[src/rtl/irqm_pkg.sv]
package irqm_pkg;
  typedef enum logic [1:0] {
    CMD_NOP  = 2'b00,
    CMD_ON   = 2'b01,
    CMD_OFF  = 2'b10,
    CMD_NOP2 = 2'b11
  } irq_cmd_e;
endpackage

[src/rtl/irqm_mask_cell.sv]
module irqm_mask_cell (
  input  logic       clk_i,
  input  logic       rst_ni,
  input  logic       we_i,
  input  logic [1:0] cmd_i,
  output logic       masked_o
);
  import irqm_pkg::*;

  irq_cmd_e cmd;
  assign cmd = irq_cmd_e'(cmd_i);

  always_ff @(posedge clk_i or negedge rst_ni) begin
    if (!rst_ni) masked_o <= 1'b1;
    else if (we_i) begin
      case (cmd)
        CMD_ON:  masked_o <= 1'b0;
        CMD_OFF: masked_o <= 1'b1;
        default: masked_o <= masked_o;
      endcase
    end
  end
endmodule

[src/rtl/irqm_src_cnt.sv]
module irqm_src_cnt #(
  parameter int CNT_W = 32
) (
  input  logic             clk_i,
  input  logic             rst_ni,
  input  logic             evt_i,
  input  logic             ack_we_i,
  input  logic [CNT_W-1:0] ack_data_i,
  output logic [CNT_W-1:0] cnt_o,
  output logic             pend_o
);
  logic [CNT_W-1:0] ack_q;

  always_ff @(posedge clk_i or negedge rst_ni) begin
    if (!rst_ni) begin
      cnt_o <= '0;
      ack_q <= '0;
    end else begin
      if (evt_i)    cnt_o <= cnt_o + 1'b1;
      if (ack_we_i) ack_q <= ack_data_i;
    end
  end

  assign pend_o = (cnt_o != ack_q);
endmodule

[src/rtl/irqm_ctrl.sv]
module irqm_ctrl #(
  parameter int NUM_SRC = 16,
  parameter int CNT_W   = 32,
  localparam int SEL_W  = (NUM_SRC > 1) ? $clog2(NUM_SRC) : 1
) (
  input  logic                 clk_i,
  input  logic                 rst_ni,
  input  logic [NUM_SRC-1:0]   evt_i,
  input  logic                 cmd_we_i,
  input  logic [2*NUM_SRC-1:0] cmd_wdata_i,
  input  logic                 ack_we_i,
  input  logic [SEL_W-1:0]     ack_sel_i,
  input  logic [CNT_W-1:0]     ack_data_i,
  input  logic [SEL_W-1:0]     rd_sel_i,
  output logic [CNT_W-1:0]     rd_cnt_o,
  output logic [NUM_SRC-1:0]   mask_o,
  output logic [NUM_SRC-1:0]   pend_o,
  output logic                 irq_o
);
  logic [NUM_SRC-1:0][CNT_W-1:0] cnt_q;

  for (genvar n = 0; n < NUM_SRC; n++) begin : g_src
    logic ack_hit;
    assign ack_hit = ack_we_i && (ack_sel_i == SEL_W'(n));

    irqm_mask_cell u_mask (
      .clk_i    (clk_i),
      .rst_ni   (rst_ni),
      .we_i     (cmd_we_i),
      .cmd_i    (cmd_wdata_i[2*n+1:2*n]),
      .masked_o (mask_o[n])
    );

    irqm_src_cnt #(.CNT_W(CNT_W)) u_cnt (
      .clk_i      (clk_i),
      .rst_ni     (rst_ni),
      .evt_i      (evt_i[n]),
      .ack_we_i   (ack_hit),
      .ack_data_i (ack_data_i),
      .cnt_o      (cnt_q[n]),
      .pend_o     (pend_o[n])
    );
  end

  assign rd_cnt_o = cnt_q[rd_sel_i];
  assign irq_o    = |(pend_o & ~mask_o);
endmodule

[config.mk]
export PLATFORM = sky130hd
export DESIGN_NAME = irqm_ctrl
export DESIGN_NICKNAME = d
export VERILOG_FILES = /design/src/rtl/irqm_pkg.sv /design/src/rtl/irqm_mask_cell.sv /design/src/rtl/irqm_src_cnt.sv /design/src/rtl/irqm_ctrl.sv
export SDC_FILE = /design/constraint.sdc
export NUM_CORES = 2
export LEC_CHECK = 0
export ABC_AREA = 1
export BUFFER_PORTS_ARGS = -buffer_cell sky130_fd_sc_hd__buf_2
export CAP_MARGIN = 40
export CORE_MARGIN = 3
export CORE_UTILIZATION = 30
export DETAILED_ROUTE_END_ITERATION = 8
export PLACE_DENSITY_LB_ADDON = 0.12
export SYNTH_ARGS = -nofsm -noshare
export SYNTH_HDL_FRONTEND = slang
export SYNTH_SLANG_ARGS = --single-unit
[constraint.sdc]
create_clock -name clk_i -period 5.6 [get_ports clk_i]
set_input_delay 0.56 -clock clk_i [delete_from_list [all_inputs] [get_ports clk_i]]
set_output_delay 0.56 -clock clk_i [all_outputs]
set_load 0.05 [all_outputs]
# == Word level (Yosys, flattened, before mapping) ==
# Cells that the tools add are included.
# op_classes
n_eq_ne,63
reduce_logical,50
n_mux,18
n_addsub,16
bitwise,2
magnitude_cmp,1
# op_table
op,count
adder 32 x 1 -> 32 bit (second input constant),16
!= test 32 bit,16
binary-select mux 32 bit (select 4 bit),1
== test 2 x 1 -> 1 bit (second input constant),16
== test 2 bit (second input constant),16
== test 4 bit (second input constant),8
2-to-1 mux 32 bit,1
one-hot mux 1 bit (2 select lines),16
AND reduction 2 bit,16
nonzero test 2 bit,16
AND 16 bit,1
== test 4 x 3 -> 1 bit (second input constant),4
logical AND 1 bit,16
NOT 16 bit,1
OR reduction 16 bit,1
== test 4 x 2 -> 1 bit (second input constant),2
less-than comparator 4 x 5 -> 1 bit (second input constant),1
== test 4 x 1 -> 1 bit (second input constant),1
zero test 4 bit,1
# totals
elab_cells,198
inputBits,92
out_inout_bits,65
reg_bits,1040

# == Logic depth before layout (Yosys ltp) ==
# logic_depth
ltp_word,3
depth_mapped,15
depth_no_buf,14

# == Cells and area by module ==
# A second synthesis with hierarchy kept.
# unflattened
hier_cells,8513
hier_area_um2,63304.5
# by_module_without_submodules
module,instances,area_each_um2,cells_each,seq_area_each_um2
irqm_src_cnt,16,3464.6,423,1601.5
irqm_ctrl,1,6870.3,1617,0.0
irqm_mask_cell,16,62.6,8,26.3

# == Least setup slack after synthesis ==
# No wires, ideal clock.
# synth_timing
path_kind,input to output
startpoint,input rd_sel_i[1]
endpoint,output rd_cnt_o[6]
n_path_buf,2
t_required_ps,5040
setup_slack_ps,2614
path_stages,8
arrival_time_ps,2426
cell_sequence,buf_2 clkinv_1 buf_2 a21oi_1 o21ai_0 o21ai_0 o22ai_1 o21ai_0
# synth_between
elab_chain_len,2
# synth_rtl
element,line,text
from (decl),irqm_ctrl.sv:14,"input logic [SEL_W-1:0] rd_sel_i,"
binary-select mux 32 bit (select 4 bit),irqm_ctrl.sv:45,assign rd_cnt_o = cnt_q[rd_sel_i];
2-to-1 mux 32 bit (not written as such),irqm_ctrl.sv:45,
to (decl),irqm_ctrl.sv:15,"output logic [CNT_W-1:0] rd_cnt_o,"
# No other way between the ends. The select of a mux whose other input is x is not followed.

# == Worst setup path after layout ==
# layout_timing
startpoint,input rd_sel_i[0]
endpoint,output rd_cnt_o[18]
# Same word-level chain as after synthesis.

==> qor.csv <==
metric;value;unit
# IOs;157;
Hold WC Path Type;in2reg;
Synth cell types;46;
final worst setup slack;1550;ps
Initial Util;0.303;
Slew headroom;0.342;
Final period util;0.724;
Final Max Slew Viols;0;
CTS tree;built;
H-tree levels;4;
most used cell, CP;o21ai_0;
Clock Skew;25.1;ps
most frequent cells in the layout;1512 x nand2_1, 1024 x dfrtp_1, 729 x o21ai_0;
Cells after Synth;6689;
Yosys warnings;0;
Mean Syn Cell Area;8.30;µm²
DIE AREA;190000;µm²
CP Capture Type;primary output;
CTS Sinks;1040;
1st-iter DRT viols;3994;
DRC;0;
top cell family by delay on the critical path;buffers and inverters;
Row Count;157;
Num CTS Buffers;133;
CP max stage delay;700;ps
initial antenna violation count;28;
kind of critical path;in2out;
clock root cell;clkbuf_16;
Synth async-reset ratio;1.00;
Die H;436;µm
WL final;212000;µm
vias post-DR;44647;
DR vias/cell;4.79;
buffering stage count on the worst path with inverters included;4;
vias in the first global route;42868;
worst-path cell chain;clkbuf_8 -> inv_6 -> buf_4 -> o21ai_0 -> o21ai_0 -> o211ai_1 -> nand2_1 -> buf_2;
P per Cell Area;374;nW/µm²
CP arrival;3490;ps
die width;436;µm
first-pass GRT wire length;310000;µm
share of layout cells above drive strength 1;0.0943;
Post-Syn Nets;6813;
worst slew pin tran;987;ps
Worst Path Required;5040;ps
Setup Buffers After CTS;0;
max-capacitance violation count;0;
clock latency on the worst-skew pair;790;ps
GR Overflow Total;0;
post-synthesis sequential area ratio;0.469;
Yosys reg bits;1040;
Routed Antenna Nets;0;
pin count of the biggest net entering global routing;186;
Peak supply drop;0.273;mV
worst slack, placed;1730;ps
setup TNS;0;ps
Post-synth EDFFs;0;
slowest CP cell;inv_6;
Port Buffers;156;
Leak;29.3;nW
Clock Pin Slew Worst Setup and Hold Paths;50;ps
post-synth design cell area;55600;µm²
most common cell after layout, fill and taps aside;nand2_1;
clock buffer depth;3;
Avg WL per Cell;22.8;µm
Pre-antenna DRT Iters;6;
worst hold margin;71.2;ps
most used flip-flop cell after synthesis;dfrtp_1;
core area;183000;µm²
Tmin final;4050;ps
synth-to-layout area growth;14.4;%
# setup viols final;0;
Max Freq;247;MHz
total power;23.8;mW
Max Fanout on Critical Path;129;
GP Congestion;0.940;
Startpoint Class;primary input;
NumNets Final;6882;
RSZ-0062 raised after global routing;false;
detailed placement HPWL;159000;µm
Final Hold Fails;0;
status;finished clean;
gr usage total;0.221;
## synthesized netlist by cell type, types with 16 or more instances
library cell,n,area share
buf_2,21,0.0019
nor2_1,461,0.031
nor4_1,25,0.0028
clkbuf_1,239,0.016
xor2_1,401,0.063
nand4_1,111,0.013
nand2_1,1515,0.10
nor2_2,38,0.0043
dfstp_2,16,0.0076
nor2_4,26,0.0053
nand2_2,25,0.0028
o211ai_1,45,0.0061
xnor2_1,485,0.076
o21ai_0,729,0.066
a21oi_1,269,0.024
nand3_1,251,0.023
ha_1,32,0.0072
buf_4,35,0.0047
nand3_2,24,0.0043
dfrtp_1,1024,0.46
nor3_1,129,0.012
nor3_2,22,0.0040
inv_1,672,0.045
## cell type report
class | count | area (µm²)
Timing Repair Buffer | 246 | 1800
Fill cell | 19316 | 120000
Tap cell | 2464 | 3080
Multi-Input combinational cell | 4657 | 25700
Clock buffer | 202 | 4020
Sequential cell | 1040 | 26000
Clock inverter | 26 | 318
Antenna cell | 7 | 17.5
Inverter | 680 | 2560
## metal layers
metal  vias to the layer above  global-route usage  part of all wire
li1                      21489                   -                 -
met1                     21758               0.307              0.46
met2                      1116               0.356              0.46
met3                       282              0.0272             0.045
met4                         2              0.0765             0.035
met5                         -                   0          0.000033
## worst paths after layout
kind	startpoint	to	slack, ps	cells past startpoint
max in group asynchronous	rst_ni	g_src[6].u_cnt.ack_q[18]	3630	3
worst min register to register	g_src[5].u_mask.masked_o	g_src[5].u_mask.masked_o	480	2
min in group asynchronous	rst_ni	g_src[14].u_cnt.ack_q[1]	470	2
worst max-delay path	rd_sel_i[0]	rd_cnt_o[18]	1550	8
worst max register to register	g_src[12].u_cnt.cnt_o[0]	g_src[12].u_cnt.cnt_o[31]	3130	8
worst min-delay path	ack_data_i[21]	g_src[9].u_cnt.ack_q[21]	70	3
## repair_timing
item | CTS | global route
hold buffers | 16 | 0
hold endpoints to repair | 98 | 0
resized for setup | 0 | 0
## through the flow
step / area (µm²) / std cells / utilization
floorplan: 55600 / 6689 / -
global placement: 58700 / 9056 / 0.320
detailed placement: 59000 / 9071 / 0.322
CTS: 63500 / 9315 / 0.346
global route: 63500 / 9317 / 0.346
finish: 63500 / 9322 / 0.346
## cell families after synthesis
group                    count (synthesis)  synth area share
flip-flops                            1040             0.469
AND/OR/NAND/NOR                       2675             0.216
XOR/XNOR                               886             0.140
adder cells (fa/ha/maj)                 32           0.00721
AO/OA/AOI/OAI                         1062            0.0982
buffers and inverters                  992            0.0699
multiplexers                             2          0.000405
## sequential cells by signal, indices dropped and copies added, names as in the netlist
register	cells
g_src.u_cnt.ack_q	512
g_src.u_cnt.cnt_o	512
g_src.u_mask.masked_o	16
## worst register-to-register path, cell delays in order, from the launching register on
cell and delay (ps):
dfrtp_1 590, nand4_1 200, nor2_1 230, nand3_2 170, nor2_1 210, nand2_1 150, nor2_1 240, nand4_1 330
xnor2_1 230
## power by group
group | leakage [nW] | internal, mW | switching, mW
registers | 12.7 | 8.81 | 1.52
clock network | 2.13 | 5.12 | 3.51
logic | 14.4 | 1.89 | 2.93
total | 29.3 | 15.8 | 7.96
Power figures use the tool's default switching activity.
